==> src/rtl/rx_frame_classifier.sv <==
module rx_frame_classifier #(
  parameter int LEN_W   = 16,
  parameter int BUF_W   = 8,
  parameter int CH_W    = 3,
  parameter int MIN_LEN = 64
) (
  input  logic             clk,
  input  logic             rst_n,
  input  logic             in_valid,
  input  logic             in_sof,
  input  logic             in_eof,
  input  logic [7:0]       in_data,
  input  logic             crc_err,
  input  logic             align_err,
  input  logic             code_err,
  input  logic [LEN_W-1:0] max_len,
  input  logic             qos_en,
  input  logic [BUF_W-1:0] low_thresh,
  input  logic [BUF_W-1:0] free_bufs,
  input  logic             bcast_en,
  input  logic [CH_W-1:0]  bcast_chan,
  output logic             out_valid,
  output logic [2:0]       out_category,
  output logic [2:0]       out_prio,
  output logic             out_high,
  output logic             out_drop,
  output logic             out_bcast,
  output logic [CH_W-1:0]  out_chan
);

  localparam logic [LEN_W-1:0] LEN_SAT = '1;
  localparam logic [LEN_W-1:0] LEN_MIN = LEN_W'(MIN_LEN);
  localparam logic [2:0] CAT_GOOD  = 3'd0;
  localparam logic [2:0] CAT_UNDER = 3'd1;
  localparam logic [2:0] CAT_FRAG  = 3'd2;
  localparam logic [2:0] CAT_OVER  = 3'd3;
  localparam logic [2:0] CAT_JAB   = 3'd4;
  localparam logic [2:0] CAT_ERR   = 3'd5;

  logic [LEN_W-1:0] cnt;
  logic             type_hi, vlan, da_ff;
  logic [2:0]       prio;

  logic [LEN_W-1:0] cnt_b, len_n;
  logic             type_hi_b, vlan_b, da_b;
  logic [2:0]       prio_b;
  logic             type_hi_n, vlan_n, da_n;
  logic [2:0]       prio_n, cat_n;
  logic             any_err, bc_n, drop_n, last;

  assign cnt_b     = in_sof ? '0   : cnt;
  assign type_hi_b = in_sof ? 1'b0 : type_hi;
  assign vlan_b    = in_sof ? 1'b0 : vlan;
  assign prio_b    = in_sof ? 3'd0 : prio;
  assign da_b      = in_sof ? 1'b1 : da_ff;

  assign len_n     = (cnt_b == LEN_SAT) ? LEN_SAT : cnt_b + 1'b1;
  assign type_hi_n = (cnt_b == LEN_W'(12)) ? (in_data == 8'h81) : type_hi_b;
  assign vlan_n    = (cnt_b == LEN_W'(13)) ? (type_hi_b && in_data == 8'h00) : vlan_b;
  assign prio_n    = (cnt_b == LEN_W'(14) && vlan_b) ? in_data[7:5] : prio_b;
  assign da_n      = (cnt_b < LEN_W'(6)) ? (da_b && in_data == 8'hFF) : da_b;

  assign any_err = crc_err | align_err | code_err;
  assign last    = in_valid & in_eof;

  always_comb begin
    if (len_n < LEN_MIN)      cat_n = any_err ? CAT_FRAG : CAT_UNDER;
    else if (len_n > max_len) cat_n = any_err ? CAT_JAB  : CAT_OVER;
    else                      cat_n = any_err ? CAT_ERR  : CAT_GOOD;
  end

  assign bc_n   = bcast_en && da_n && (len_n >= LEN_W'(6));
  assign drop_n = qos_en && !prio_n[2] && (low_thresh != '0) && (free_bufs <= low_thresh);

  always_ff @(posedge clk) begin
    if (!rst_n) begin
      cnt          <= '0;
      type_hi      <= 1'b0;
      vlan         <= 1'b0;
      prio         <= 3'd0;
      da_ff        <= 1'b0;
      out_valid    <= 1'b0;
      out_category <= 3'd0;
      out_prio     <= 3'd0;
      out_high     <= 1'b0;
      out_drop     <= 1'b0;
      out_bcast    <= 1'b0;
      out_chan     <= '0;
    end else begin
      out_valid <= last;
      if (in_valid) begin
        cnt     <= len_n;
        type_hi <= type_hi_n;
        vlan    <= vlan_n;
        prio    <= prio_n;
        da_ff   <= da_n;
      end
      if (last) begin
        out_category <= cat_n;
        out_prio     <= prio_n;
        out_high     <= prio_n[2];
        out_drop     <= drop_n;
        out_bcast    <= bc_n;
        out_chan     <= bc_n ? bcast_chan : '0;
      end
    end
  end

endmodule

==> config.mk <==
export PLATFORM = sky130hd
export DESIGN_NAME = rx_frame_classifier
export DESIGN_NICKNAME = d
export VERILOG_FILES = /design/src/rtl/rx_frame_classifier.sv
export SDC_FILE = /design/constraint.sdc
export NUM_CORES = 1
export LEC_CHECK = 0
export ABC_AREA = 1
export ABC_CLOCK_PERIOD_IN_PS = 8300
export BUFFER_PORTS_ARGS = -buffer_cell sky130_fd_sc_hd__buf_4
export CAP_MARGIN = 15
export CORE_UTILIZATION = 50
export CTS_CLUSTER_DIAMETER = 80
export CTS_CLUSTER_SIZE = 24
export DETAILED_ROUTE_END_ITERATION = 16
export HOLD_SLACK_MARGIN = 0.03
export PLACE_DENSITY = 0.76
export SYNTH_ARGS = -nofsm -noshare
export SYNTH_HDL_FRONTEND = slang
export SYNTH_SLANG_ARGS = --single-unit
==> constraint.sdc <==
create_clock -name clk -period 8.3 [get_ports clk]
set_input_delay 0.83 -clock clk [delete_from_list [all_inputs] [get_ports clk]]
set_output_delay 0.83 -clock clk [all_outputs]
set_load 0.02 [all_outputs]
## Yosys cells after proc, flatten, opt, wreduce, memory -nomap -nowiden

Cells that the tools add are included.

| storage, ports and cells | value |
|---|---|
| register bits | 35 |

| operators by class | value |
|---|---|
| bitwise logic cells | 3 |
| equality and inequality tests | 6 |
| multiplexer cells | 16 |
| reduce and logical (&&, ||, !) cells | 11 |
| order comparisons | 5 |
| add/subtract/negate cells | 1 |

Operators with widths:

| kind | count |
|---|---|
| $eq 16x4->1 const B | 3 |
| $mux 16 | 2 |
| $mux 3 | 7 |
| $add 16x1->16 const B | 1 |
| $eq 16x16->1 const B | 1 |
| $eq 8x8->1 const B | 2 |
| $ge 16x3->1 const B | 1 |
| $gt 16x16->1 | 1 |
| $lt 16x3->1 const B | 1 |
| $lt 16x7->1 const B | 1 |
| $le 8x8->1 | 1 |
| $logic_and 1x1->1 | 8 |
| $logic_not 8->1 | 1 |
| $reduce_bool 8->1 | 1 |
| $mux 1 | 6 |
| $mux 2 | 1 |
| $or 1x1->1 | 2 |
| $and 1x1->1 | 1 |
| $logic_not 1->1 | 1 |

## Longest topological paths before layout

Gate-level depths: netlist of run 1.

| logic depth | value |
|---|---|
| depth in word-level cells | 8 |
| gate-level depth with buffers | 23 |
| gate-level depth less buffers | 23 |

## Worst setup path after synthesis of run 1

Ideal clock, no wire load.

| timing | value |
|---|---|
| kind | in2reg |
| start point | input in_sof |
| end point | register out_category[0] |
| path slack | 4.931 ns |
| arrival | 3.295 ns |
| buffers on the path | 1 |
| stages on the path | 20 |
| data required time | 8.226 ns |
| path through | buf_2 -> nor2_1 -> ha_1 -> inv_1 -> nor2_2 -> nand3_1 -> nor2_2 -> nor2_1 -> inv_1 -> ha_1 -> a21oi_1 -> o21ai_0 -> nand2_1 -> o211ai_1 -> a221oi_1 -> a31oi_1 -> ha_1 -> inv_1 -> nand2_1 -> a31oi_1 |

| on the way | value |
|---|---|
| word-level cells in the longest chain between the ends | 6 |
| elaborated cells on any way between the ends | 8 |
| classes of those cells | add/sub (1); order compare (2); eq/ne (1); mux (4) |

Ends and longest elaborated chain:

| what | line | text |
|---|---|---|
| from (decl) | 10 | `input logic in_sof,` |
| $mux 16 * | 51 | `assign cnt_b = in_sof ? '0 : cnt;` |
| $add 16x1->16 or $eq 16x16->1 (tied branches) | 57 | `assign len_n = (cnt_b == LEN_SAT) ? LEN_SAT : cnt_b + 1'b1;` |
| $mux 16 * | 57 |  |
| net len_n[3] | 44 | `logic [LEN_W-1:0] cnt_b, len_n;` |
| $gt 16x16->1 | 68 | `else if (len_n > max_len) cat_n = any_err ? CAT_JAB : CAT_OVER;` |
| $mux 3 | 68 |  |
| $mux 3 * | 67 | `if (len_n < LEN_MIN) cat_n = any_err ? CAT_FRAG : CAT_UNDER;` |
| to (signal assigned) | 99 | `out_category <= cat_n;` |
| to (decl) | 23 | `output logic [2:0] out_category,` |

Mark *: on every way through the listed nets, which the timed path passes. The rest lies on a longest branch.
A chain may end at the register's enable or synchronous reset.

## Final worst setup path of run 1

Ends and elaborated chain as after synthesis.

==> flow_metrics.tcl, run 1 <==
set metrics [dict create \
    holdWs_ns 0.467 \
    slew_headroom_pct 56.5 \
    path_cells "buf_4 > nor2_1 > ha_1 > inv_1 > nor2_2 > nand3_1 > nor2_2 > nor2_1 > inv_1 > ha_1 > a21oi_1 > o21ai_0 > nand2_1 > o211ai_1 > a221oi_1 > a31oi_1 > ha_1 > inv_1 > nand2_1 > a31oi_1" \
    r2r-end "out_category[0]" \
    clock-sinks 34 \
    cts_tree "built" \
    postCtsSetupRepairBufs 0 \
    max_stage_delay_ns 0.31 \
    setup_viol 0 \
    p_leak_nw 1.90 \
    fp.dieH_um 76.7 \
    period_needed_ns 3.74 \
    syn-num-nets 531 \
    grt_pass1_vias 2783 \
    setup_tns_ns 0 \
    final_util_pct 65.2 \
    worstSetupPathType "in2reg" \
    cp-end-kind "flip-flop" \
    yosysWarnings 0 \
    track_usage_pct 26.3 \
    synth_top_cell_by_area "dfxtp_1" \
    worst_pin_slew_ns 0.652 \
    synth_edf_count 0 \
    cp.required_ns 8.52 \
    ys_types 32 \
    viasPerCell 5.18 \
    core-area_mm2 0.00524 \
    wl_per_cell_um 12.5 \
    ys.flop_type "dfxtp_1" \
    place_congestion 0.946 \
    critPathMaxFanout 11 \
    final_nets 591 \
    maxCapViolCount 0 \
    finalInstanceArea_mm2 0.00341 \
    final_hold_viol_count 0 \
    cts_buffers 5 \
    num_antenna_cells 0 \
    run_status "finished clean" \
    syn_to_final_growth_pct 22.4 \
    avgSynthCellArea_um2 6.21 \
    critPathLaunchType "primary input" \
    async_flop_share_pct 0 \
    cts.path.max_buffers 2 \
    clock-root-buffer "clkbuf_8" \
    dpl.hpwl_um 5830 \
    rsz0062_at_grt "false" \
    die_w_um 76.7 \
    regToRegSetupSlack_ns 4.85 \
    ys_ff_latch 34 \
    crit_end "out_category[0]" \
    fin_skew_ns 0.00950 \
    num_rows 26 \
    holdBufCountCts 0 \
    final_max_slew_viol_count 0 \
    fin_crit_sh_pct 45.0 \
    synth_top_cells_by_count "inv_1, nand2_1, nor2_1, a21oi_1, nand3_1" \
    drc 0 \
    vdd_ir_drop_max_mv 0.102 \
    route.antenna.remaining_nets 0 \
    min_from "out_category[1]" \
    num_io_pins 66 \
    synth_cells 449 \
    r2r-start "cnt[0]" \
    start_util_pct 53.2 \
    cp.arrival_ns 3.95 \
    overflow 0 \
    rr_worst_depth 20 \
    syn_area_mm2 0.00279 \
    antenna_found_initial 0 \
    grt_max_degree 30 \
    die_area_mm2 0.00588 \
    firstDrtPassIters 4 \
    drtIter0Drc 134 \
    vias 3006 \
    clk_latency_ns 0.29 \
    cp_slowest_cell "nor2_2" \
    critPathLaunch "in_sof" \
    yosysSeqAreaShare_pct 24.4 \
    cts_resized 0 \
    grt_pass1_wl_um 12600 \
    path_clk_slew_ns 0.07 \
    synth.area.top_cells "dfxtp_1, ha_1, inv_1" \
    portBuffers 65 \
    layout-drive-gt1-share_pct 17.5 \
    finalWirelength_um 7270 \
    cts-htree-levels 2 \
    power.density_mw_per_mm2 125 \
    place_area_mm2 0.00331 \
    synth.most_common_cell "inv_1" \
    worst_hold_path_type "reg2reg" \
    timing.fmax_mhz 268 \
    synth_top_area_share_pct 24.4 \
]
worst max-delay path, delay by kind of cell:
family / cells / cell delay [ns]
and+or+nand+nor: 7 / 1.12
AOI/OAI and AO/OA: 6 / 0.87
adders and majority gates: 3 / 0.75
buffers and inverters: 4 / 0.37
cell usage in the layout (no fill, tap or decap):
master,instances
nand3_1,35
nand3_2,1
nor2_1,54
inv_2,2
nand3b_1,2
clkinv_1,1
nor3_1,3
inv_4,1
clkbuf_8,5
nor3b_1,1
inv_1,86
o21ai_1,1
nand2_2,1
a31oi_1,2
xnor2_1,1
nor4_1,3
o2111ai_1,1
nor3_2,1
nand4_1,12
a221oi_1,1
o21ai_0,29
xor2_1,3
buf_4,65
ha_1,29
nand2_1,78
bufinv_16,1
a21oi_1,39
o211ai_1,6
nor2_2,10
dfxtp_1,34
clkinv_2,2
layer usage:
metal  wire [um]  up-vias  GRT usage, %  share of wire [%]
met4         136        0          8.27                1.9
met2        3420       85          43.8                 47
met1        3310     1333          34.1                 46
met5           0        -             0                  0
met3         399       17          5.00                5.5
li1            -     1571             -                  -
area by class of cell:
class	instances	area (um^2)
flip-flops and latches	34	681
clock buffers	5	68.8
fillers	520	1820
repair buffers	65	488
well taps	70	87.6
clock inverters	3	40.0
inverters	90	340
multi-input cells	313	1710
state kept, by name, summed over array words and instances, names as in the netlist, 3 cells and up:
name and count:
prio 3, out_category 3, cnt 16, out_prio 3, out_chan 3
power breakdown:
| group | internal, W | switching (W) |
|---|---|---|
| clock network | 0.0000884 | 0.0000631 |
| registers | 0.000171 | 0.00000685 |
| logic | 0.0000424 | 0.0000554 |
| total | 0.000302 | 0.000125 |
stage by stage:
| stage | worst slack [ns] | power, W | std cells |
|---|---|---|---|
| after floorplan | 4.93 | 0.000240 | 449 |
| after global placement | 4.50 | 0.000277 | 572 |
| after detailed placement | 4.36 | 0.000279 | 572 |
| after CTS | 4.63 | 0.000430 | 580 |
| after global routing | 4.22 | 0.000451 | 580 |
| final | 4.56 | 0.000428 | 580 |
worst min-delay path by stage:
| stage | depth (start not counted) | slack (ns) | to |
|---|---|---|---|
| after global placement | 2 | 0.45 | out_bcast |
| after floorplan | 2 | 0.44 | da_ff |
| after global routing | 2 | 0.49 | out_category[1] |
| final | 2 | 0.47 | out_category[1] |
| after detailed placement | 2 | 0.46 | out_bcast |
| after CTS | 2 | 0.47 | out_category[1] |
cells by family (layout without fill, tap and decap cells):
| kind of cell | Yosys count | after routing | synth area share [%] |
|---|---|---|---|
| simple gates | 201 | 201 | 31.9 |
| buf+inv | 102 | 163 | 14.3 |
| compound gates | 79 | 79 | 15.1 |
| flops | 34 | 34 | 24.4 |
| fa+ha+maj | 29 | 29 | 13.0 |
| xor+xnor | 4 | 4 | 1.26 |
(Power assumes the default switching activity.)
==> run 2, diff against run 1 <==
Settings changed: ABC_CLOCK_PERIOD_IN_PS 8300 to 3150, CORE_UTILIZATION 50 to 49, PLACE_DENSITY 0.76 to 0.78.
Clock period 8.3 ns to 3.15 ns, I/O delays scaled along.
==> flow_metrics.tcl, run 2 (synthesized netlist as in run 1, its figures left out) <==
set metrics [dict create \
    drtIter0Drc 157 \
    fp.dieH_um 77.4 \
    vdd_ir_drop_max_mv 0.182 \
    drc 0 \
    critPathMaxFanout 3 \
    layout_common_cells "buf_4, inv_1, nand2_1" \
    clock-sinks 34 \
    die_area_mm2 0.00600 \
    clock-root-buffer "clkbuf_8" \
    p_leak_nw 2.01 \
    route.antenna.remaining_nets 0 \
    min_from "bcast_chan[0]" \
    track_usage_pct 26.4 \
    rr_worst_depth 20 \
    holdBufCountCts 0 \
    worstSetupPathType "reg2reg" \
    final_nets 612 \
    firstDrtPassIters 4 \
    syn_to_final_growth_pct 31.0 \
    cp-end-kind "flip-flop" \
    cts-htree-levels 2 \
    num_antenna_cells 0 \
    nFillCells 506 \
    regToRegSetupSlack_ns 0.14 \
    layout-drive-gt1-share_pct 24.5 \
    grt_pass1_vias 2863 \
    grt_pass1_wl_um 12700 \
    pwr-share-seq_pct 43.2 \
    regMostFlops "cnt" \
    r2r-start "cnt[0]" \
    num_io_pins 66 \
    fin_skew_ns 0.0125 \
    r2r-end "out_category[0]" \
    antenna_found_initial 0 \
    cts.path.max_buffers 2 \
    maxCapViolCount 0 \
    period_needed_ns 3.01 \
    setup_viol 0 \
    clockPowerShare_pct 31.2 \
    wl_per_cell_um 12.7 \
    cp.arrival_ns 3.22 \
    cts_tree "built" \
    fin_crit_sh_pct 95.5 \
    net-switching-power_w 0.000337 \
    worst_pin_slew_ns 0.656 \
    slew_headroom_pct 56.2 \
    rsz0062_at_grt "true" \
    clk_latency_ns 0.29 \
    final_hold_viol_count 0 \
    holdWs_ns 0.301 \
    cp.required_ns 3.37 \
    run_status "finished clean" \
    finalWirelength_um 7680 \
    core-area_mm2 0.00551 \
    timing.fmax_mhz 332 \
    critPathLaunchType "flip-flop" \
    final_max_slew_viol_count 0 \
    overflow 0 \
    die_w_um 77.4 \
    cts_buffers 5 \
    seqCellArea_um2 683 \
    p_int_w 0.000752 \
    holdPathStages 3 \
    viasPerCell 5.21 \
    hold_end "out_chan[0]" \
    dpl.hpwl_um 6000 \
    finalInstanceArea_mm2 0.00365 \
    num_rows 27 \
    swShare_pct 30.9 \
    multi_input_area_mm2 0.00180 \
    largest_reg_flops 16 \
    portBuffers 65 \
    combPwrFrac_pct 25.6 \
    place_area_mm2 0.00343 \
    place_congestion 0.899 \
    vias 3139 \
    power.density_mw_per_mm2 298 \
    grt_max_degree 30 \
    worst_hold_path_type "in2reg" \
    mostFrequentLayoutCell "buf_4" \
    path_clk_slew_ns 0.07 \
    start_util_pct 50.6 \
]
## run 2: cell count changes in the layout (fill, tap and decap cells not counted), moves of 2 or more
cell / change
dfxtp_1: -2
nor2_2: +4
buf_4: +21
nand3_1: -3
nor2_1: -8
dfxtp_2: +2
inv_2: +3
nand3_2: +3
nor2_4: +4
inv_1: -2
## run 2: final cells by class
cell class | instances | share of cell area, %
clock inverter | 1 | 0.137
inverter | 90 | 9.31
clock buffer | 7 | 2.36
sequential | 34 | 18.7
timing repair buffer | 86 | 17.7
tap | 72 | 2.46
multi-input combinational | 313 | 49.4
## run 2: per-layer routing
layer  vias to the layer above  track usage, %  wire, um
met5                         -               0         0
met4                         0            9.62       227
met1                      1428            31.7      3400
met2                        78            46.5      3740
met3                        18            4.94       315
li1                       1615               -         -
## run 2: power by group through the flow
stage | clock network [W] | registers (W) | logic, W
final | 0.000340 | 0.000471 | 0.000278
after global placement | 0 | 0.000479 | 0.000259
after CTS | 0.000343 | 0.000470 | 0.000267
after global routing | 0.000371 | 0.000473 | 0.000315
after detailed placement | 0 | 0.000479 | 0.000266
after floorplan | 0 | 0.000482 | 0.000150
## run 2: critical path, cell delays in order (launching register included)
cell and delay [ns]:
dfxtp_2 0.36, inv_2 0.06, nor2_4 0.14, ha_4 0.15
nand4_1 0.15, nor2_2 0.17, buf_4 0.16, xor2_2 0.08
nor2_1 0.15, inv_1 0.06, ha_1 0.26, nand2_1 0.08
nor2_2 0.10, nand2_1 0.06, o211ai_1 0.11, a221oi_2 0.09
a31oi_1 0.26, ha_1 0.28, inv_1 0.05, nand2_1 0.04
a31oi_1 0.14
## run 2: stage by stage
stage               std cells  util [%]  setup TNS, ns  power [W]  setup WS (ns)
floorplan                 449         -              0   0.000632          0.296
global placement          590      62.3         -0.168   0.000738         -0.101
detailed placement        590      62.3         -0.375   0.000745         -0.206
CTS                       600      64.4              0    0.00108        0.00108
global route              603      66.4        -0.0513    0.00116        -0.0500
finish                    603      66.4              0    0.00109          0.142
## run 2: how the worst max path moves through the flow
stage                 from               to  slack (ns)  depth (start not counted)
global placement    in_sof  out_category[0]       -0.10                         20
global route        cnt[1]  out_category[0]       -0.05                         21
finish              cnt[0]  out_category[0]        0.14                         20
floorplan           in_sof  out_category[0]        0.30                         20
CTS                 cnt[0]  out_category[0]       0.001                         21
detailed placement  in_sof  out_category[0]       -0.21                         20
## run 2: repair_timing
item / 4_1_cts / 5_1_grt
endpoints found under the setup margin: 2 / 2
cloned: 0 / 0
resized for setup: 3 / 24
pin swaps: 3 / 13
buffers inserted: 2 / 3
